==> src/rtl/pbt_pkg.sv <==
package pbt_pkg;

  localparam int unsigned BYTE_W  = 8;
  localparam int unsigned WCODE_W = 2;
  localparam int unsigned GRP_W   = 3;

  typedef enum logic {PBT_IDLE = 1'b0, PBT_RUN = 1'b1} pbt_state_e;

  // number of active lanes for a width code
  function automatic logic [3:0] lanes_of(input logic [WCODE_W-1:0] code);
    return 4'd1 << code;
  endfunction

  // lane enable mask for a width code
  function automatic logic [BYTE_W-1:0] lane_mask(input logic [WCODE_W-1:0] code);
    logic [BYTE_W:0] m;
    m = ({{BYTE_W{1'b0}}, 1'b1} << lanes_of(code)) - 1'b1;
    return m[BYTE_W-1:0];
  endfunction

  // index of the final group of a byte for a width code
  function automatic logic [GRP_W-1:0] last_group(input logic [WCODE_W-1:0] code);
    logic [3:0] g;
    g = (4'd8 >> code) - 4'd1;
    return g[GRP_W-1:0];
  endfunction

  // bit-order reversal of one byte
  function automatic logic [BYTE_W-1:0] flip_byte(input logic [BYTE_W-1:0] b);
    logic [BYTE_W-1:0] r;
    for (int i = 0; i < BYTE_W; i++) r[i] = b[BYTE_W-1-i];
    return r;
  endfunction

endpackage

==> src/rtl/pbt_ctrl.sv <==
module pbt_ctrl
  import pbt_pkg::*;
#(
  parameter int LEN_W = 19
) (
  input  logic               clk,
  input  logic               rst_n,
  input  logic               start,
  input  logic [WCODE_W-1:0] cfg_width_code,
  input  logic [LEN_W-1:0]   cfg_len,
  input  logic               cfg_end_on_last,
  input  logic               cfg_reverse,
  input  logic               cfg_strobe_en,
  input  logic               in_valid,
  input  logic               in_last,
  input  logic               has_byte,
  input  logic               grp_last,
  output logic               active,
  output logic               in_ready,
  output logic               accept,
  output logic               frame_end,
  output logic               done_q,
  output logic [WCODE_W-1:0] run_width,
  output logic               run_reverse,
  output logic               run_strobe_en
);

  pbt_state_e        state_q;
  logic [LEN_W-1:0]  cnt_q;
  logic [LEN_W-1:0]  run_len_q;
  logic              run_eol_q;
  logic              cur_last_q;
  logic              launch;
  logic [LEN_W:0]    cnt_nxt;
  logic              byte_final;

  assign active     = (state_q == PBT_RUN);
  assign launch     = (state_q == PBT_IDLE) && start;
  assign in_ready   = active && (!has_byte || (grp_last && !cur_last_q));
  assign accept     = in_ready && in_valid;
  assign frame_end  = active && grp_last && cur_last_q;
  assign cnt_nxt    = {1'b0, cnt_q} + 1'b1;
  assign byte_final = run_eol_q ? in_last : (cnt_nxt >= {1'b0, run_len_q});

  always_ff @(posedge clk or negedge rst_n) begin
    if (!rst_n) begin
      state_q       <= PBT_IDLE;
      cnt_q         <= '0;
      run_len_q     <= '0;
      run_eol_q     <= 1'b0;
      run_width     <= 2'd3;
      run_reverse   <= 1'b0;
      run_strobe_en <= 1'b0;
      cur_last_q    <= 1'b0;
      done_q        <= 1'b0;
    end else begin
      done_q <= frame_end;
      if (launch) begin
        state_q       <= PBT_RUN;
        cnt_q         <= '0;
        run_len_q     <= cfg_len;
        run_eol_q     <= cfg_end_on_last;
        run_width     <= cfg_width_code;
        run_reverse   <= cfg_reverse;
        run_strobe_en <= cfg_strobe_en;
        cur_last_q    <= 1'b0;
      end else if (frame_end) begin
        state_q <= PBT_IDLE;
      end
      if (accept) begin
        cnt_q      <= cnt_nxt[LEN_W-1:0];
        cur_last_q <= byte_final;
      end
    end
  end

endmodule

==> src/rtl/pbt_lane_shift.sv <==
module pbt_lane_shift
  import pbt_pkg::*;
(
  input  logic               clk,
  input  logic               rst_n,
  input  logic [WCODE_W-1:0] width_code,
  input  logic               load,
  input  logic [BYTE_W-1:0]  load_byte,
  output logic               has_byte,
  output logic               grp_last,
  output logic [BYTE_W-1:0]  lane_bits
);

  logic [BYTE_W-1:0] shreg_q;
  logic [GRP_W-1:0]  grp_q;

  assign grp_last  = has_byte && (grp_q == '0);
  assign lane_bits = shreg_q & lane_mask(width_code);

  always_ff @(posedge clk or negedge rst_n) begin
    if (!rst_n) begin
      shreg_q  <= '0;
      grp_q    <= '0;
      has_byte <= 1'b0;
    end else if (load) begin
      shreg_q  <= load_byte;
      grp_q    <= last_group(width_code);
      has_byte <= 1'b1;
    end else if (has_byte) begin
      if (grp_q == '0) begin
        has_byte <= 1'b0;
      end else begin
        shreg_q <= shreg_q >> lanes_of(width_code);
        grp_q   <= grp_q - 1'b1;
      end
    end
  end

endmodule

==> src/rtl/pbt_bus_drive.sv <==
module pbt_bus_drive
  import pbt_pkg::*;
#(
  parameter int IDLE_W = 16
) (
  input  logic               active,
  input  logic               has_byte,
  input  logic [BYTE_W-1:0]  lane_bits,
  input  logic [WCODE_W-1:0] width_code,
  input  logic [IDLE_W-1:0]  idle_val,
  input  logic               strobe_en,
  input  logic               gate_en,
  output logic [BYTE_W-1:0]  bus_data,
  output logic               bus_strobe,
  output logic               bus_clk_en
);

  localparam int LANES = (IDLE_W < BYTE_W) ? IDLE_W : BYTE_W;

  logic [BYTE_W-1:0] mask;
  assign mask = lane_mask(width_code);

  for (genvar i = 0; i < BYTE_W; i++) begin : g_lane
    if (i < LANES) begin : g_idle
      assign bus_data[i] = mask[i] & (has_byte ? lane_bits[i] : idle_val[i]);
    end else begin : g_zero
      assign bus_data[i] = mask[i] & has_byte & lane_bits[i];
    end
  end

  assign bus_strobe = active && has_byte && strobe_en;
  assign bus_clk_en = active || !gate_en;

endmodule

==> src/rtl/pbus_tx.sv <==
module pbus_tx
  import pbt_pkg::*;
#(
  parameter int LEN_W  = 19,
  parameter int IDLE_W = 16
) (
  input  logic              clk,
  input  logic              rst_n,
  input  logic              start,
  input  logic [1:0]        cfg_width_code,
  input  logic [LEN_W-1:0]  cfg_len,
  input  logic              cfg_end_on_last,
  input  logic              cfg_reverse,
  input  logic              cfg_strobe_en,
  input  logic              cfg_clk_gate_en,
  input  logic [IDLE_W-1:0] cfg_idle,
  input  logic [7:0]        in_data,
  input  logic              in_valid,
  input  logic              in_last,
  output logic              in_ready,
  output logic [7:0]        bus_data,
  output logic              bus_strobe,
  output logic              bus_clk_en,
  output logic              tx_ready,
  output logic              frame_done
);

  logic               active;
  logic               accept;
  logic               frame_end;
  logic               has_byte;
  logic               grp_last;
  logic [WCODE_W-1:0] run_width;
  logic               run_reverse;
  logic               run_strobe_en;
  logic [WCODE_W-1:0] width_eff;
  logic [BYTE_W-1:0]  load_byte;
  logic [BYTE_W-1:0]  lane_bits;

  pbt_ctrl #(.LEN_W(LEN_W)) u_ctrl (
    .clk             (clk),
    .rst_n           (rst_n),
    .start           (start),
    .cfg_width_code  (cfg_width_code),
    .cfg_len         (cfg_len),
    .cfg_end_on_last (cfg_end_on_last),
    .cfg_reverse     (cfg_reverse),
    .cfg_strobe_en   (cfg_strobe_en),
    .in_valid        (in_valid),
    .in_last         (in_last),
    .has_byte        (has_byte),
    .grp_last        (grp_last),
    .active          (active),
    .in_ready        (in_ready),
    .accept          (accept),
    .frame_end       (frame_end),
    .done_q          (frame_done),
    .run_width       (run_width),
    .run_reverse     (run_reverse),
    .run_strobe_en   (run_strobe_en)
  );

  assign load_byte = run_reverse ? flip_byte(in_data) : in_data;
  assign width_eff = active ? run_width : cfg_width_code;
  assign tx_ready  = !active;

  pbt_lane_shift u_shift (
    .clk        (clk),
    .rst_n      (rst_n),
    .width_code (run_width),
    .load       (accept),
    .load_byte  (load_byte),
    .has_byte   (has_byte),
    .grp_last   (grp_last),
    .lane_bits  (lane_bits)
  );

  pbt_bus_drive #(.IDLE_W(IDLE_W)) u_drive (
    .active     (active),
    .has_byte   (has_byte),
    .lane_bits  (lane_bits),
    .width_code (width_eff),
    .idle_val   (cfg_idle),
    .strobe_en  (run_strobe_en),
    .gate_en    (cfg_clk_gate_en),
    .bus_data   (bus_data),
    .bus_strobe (bus_strobe),
    .bus_clk_en (bus_clk_en)
  );

endmodule

==> config.mk <==
export PLATFORM = sky130hd
export DESIGN_NAME = pbus_tx
export DESIGN_NICKNAME = d
export VERILOG_FILES = /design/src/rtl/pbt_pkg.sv /design/src/rtl/pbt_ctrl.sv /design/src/rtl/pbt_lane_shift.sv /design/src/rtl/pbt_bus_drive.sv /design/src/rtl/pbus_tx.sv
export SDC_FILE = /design/constraint.sdc
export NUM_CORES = 1
export LEC_CHECK = 0
export BUFFER_PORTS_ARGS = -buffer_cell sky130_fd_sc_hd__buf_2
export CORE_MARGIN = 4
export CORE_UTILIZATION = 60
export CTS_CLUSTER_SIZE = 16
export DETAILED_ROUTE_END_ITERATION = 8
export PLACE_DENSITY_LB_ADDON = 0.25
export SLEW_MARGIN = 10
export SYNTH_ARGS = -nofsm -noshare
export SYNTH_HDL_FRONTEND = slang
export SYNTH_SLANG_ARGS = --single-unit
==> constraint.sdc <==
create_clock -name clk -period 5.2 [get_ports clk]
set_input_delay 0.52 -clock clk [delete_from_list [all_inputs] [get_ports clk]]
set_output_delay 0.52 -clock clk [all_outputs]
set_load 0.01 [all_outputs]
==> run metrics <==
status finished clean; number of synthesized flops with an enable pin 0; First DRT Iteration DRCs 250; WL met1 3660 um; Fin Setup TNS 0 ns; Via Count 3138; number of synthesis warnings 0; Routed WL 8260 um; Post-synth ARST share 1.00; Non-Filler Instances 541; Crit path largest cell delay 0.55 ns; commonest non-fill, non-tap cell in the layout nand2_1; router iterations before antenna repair 4; post-CTS sizing 0; endpoints failing setup 0; Clk pin slew, worst setup/hold paths 0.07 ns; vias per cell 5.80; Post-DP HPWL 5800 um; vias in the first global route 3023; FP Rows 27; CP cell instances ha_1 -> nand4_1 -> nor4_2 -> nand2_1 -> xnor2_1 -> ha_1 -> nand3_1 -> o221ai_1 -> a311o_1 -> a22oi_1 -> nand2_1; worst hold margin 0.323 ns; first-pass GRT wire length 13500 um; Clock Skews 0.0111 ns; CTS Hold Bufs 0; area delta synth->final 15.3%; Net Count, Synth 486; root buffer cell clkbuf_8; Max Used Layer met4; cell area after layout 4150 um^2; Yosys reg bits 58; Tightest Hold Check Type in2async; leakage power 2.09 nW; main flop type after synthesis dfrtp_1; largest net degree at the start of global routing 59; fmax 323 MHz; GPL Wtd Cong 0.919; Placed Area 3920 um^2; Placed Instances 525; clock latency on the worst-skew pair 0.34 ns; initial antenna violation count 0; Final Max Tran Viols 0; post-synthesis sequential area ratio 0.404; arrival time worst endpoint 3.30 ns; IO Port Bufs 58; Setup Buffers After CTS 0; Die Ht 85.4 um; RSZ-0062 raised after global routing no; I/O pin count 67; most frequent cells in the layout nand2_1, buf_2, dfrtp_1; worst vdd ir 0.325 mV; Max Buffers Root-to-Sink 2; Synth cell types 51; core area 5640 um^2; Critical Path End Type flip-flop; Buf+Inv Stages, Crit Path 0; startpoint type of the worst setup path flip-flop; max_cap viols 0; mean post-synth cell area 8.75 um^2; Final #Nets 539; pwr dens 494 nW/um^2; Initial Util 0.637; Die ar. 7300 um^2; CTS Buf Count 9; wire per inst 15.3 um; ANT nets after route 0; Fin. Hold Viols 0; Worst Path Max Fanout 7; min Tclk post-route 3.10 ns; Chip Width 85.4 um; Tot GR Track Use 0.229; synthesized area 3600 um^2; critical path's top delay family simple AND/OR/NAND/NOR gates; Least-Margin Pin Slew 0.767 ns; WL met2 4050 um; CTS tree built; CTS Sinks 58; Cells after Synth 411; crit path max-delay cell type nor4_2; WP data required 5.40 ns; CP Class reg2reg; # diodes 0; share of cells above drive strength 1 0.196; drt drc 0; Core Util, Final 0.735; total length of routed met3 wires 479 um; H-tree levels 3; GR Overflow Total 0; Slew headroom 0.488; Tcrit/Tclk final 0.595
## cell families after synthesis
logic type	share of synthesized area
compound gates	0.163
xor+xnor	0.0484
fa+ha+maj	0.0731
buf+inv	0.0480
flops	0.404
mux	0.0365
simple gates	0.227
## worst paths after layout
path	start	to	slack [ns]	depth (start not counted)
hold reg to reg	u_ctrl.run_strobe_en	u_ctrl.run_strobe_en	0.47	2
max in group asynchronous	rst_n	u_ctrl.cnt_q[3]	4.40	2
setup reg to reg	u_ctrl.cnt_q[0]	u_ctrl.cur_last_q	2.10	11
setup / recovery	u_ctrl.cnt_q[0]	u_ctrl.cur_last_q	2.10	11
min in group clk	cfg_strobe_en	u_ctrl.run_strobe_en	0.37	3
hold / removal	rst_n	u_ctrl.run_len_q[13]	0.32	2
## sequential cells by signal, indices dropped and copies added, names as in the netlist
signal                cells
u_ctrl.run_width          2
u_ctrl.run_len_q         19
u_ctrl.done_q             1
u_ctrl.run_eol_q          1
u_shift.has_byte          1
u_ctrl.cnt_q             19
u_ctrl.run_reverse        1
u_ctrl.cur_last_q         1
u_shift.shreg_q           8
u_shift.grp_q             3
u_ctrl.run_strobe_en      1
u_ctrl.active             1
## Yosys cell counts, types with 2 or more instances
master    count  area (um^2)
o21ai_0      27          135
nor3_1        8         40.0
dfstp_2       2         52.6
o21ai_1       7         35.0
ha_1         21          263
nand3_1      23          115
nor4_2        2         25.0
xnor2_1       9         78.8
nor2b_1       6         37.5
o31ai_1       3         22.5
a211oi_1      5         37.5
a21oi_1      26          130
o22ai_1       2         12.5
clkbuf_1     15         56.3
nand2b_1      6         37.5
nand3_2       2         20.0
dfrtp_1      56         1400
nor2_1       14         52.6
and2_1        3         18.8
o221ai_1      5         43.8
nand4_1       5         31.3
nand2_1      74          278
and3_1        9         56.3
a31oi_1       4         25.0
inv_1        23         86.3
a21o_1        5         37.5
buf_4         2         15.0
mux2i_1      12          120
a22oi_1       3         22.5
xor2_1        9         78.8
buf_2         3         15.0
## cell type report
type / instances / area, um^2
clock inverter: 2 / 60.1
tap: 72 / 90.1
sequential: 58 / 1450
clock buffer: 14 / 163
timing repair buffer: 62 / 320
inverter: 23 / 86.3
multi-input combinational: 310 / 1970
fill: 416 / 1500
## layer usage
layer  up-vias  GRT usage
met5         -          0
met4         0     0.0820
met3         8     0.0456
met2        89      0.373
met1      1487      0.303
li1       1554          -
## power by group
part	total (mW)	switching, mW	internal (mW)
clock network	0.479	0.182	0.297
logic	0.779	0.445	0.334
registers	0.792	0.177	0.615
## per-stage QoR
| step | power, mW | setup WS, ns |
|---|---|---|
| floorplan | 1.34 | 2.57 |
| global placement | 1.52 | 2.29 |
| detailed placement | 1.57 | 2.21 |
| CTS | 2.05 | 2.14 |
| global route | 2.20 | 1.93 |
| finish | 2.05 | 2.10 |
Note: power is estimated with default switching activity, not from simulation.
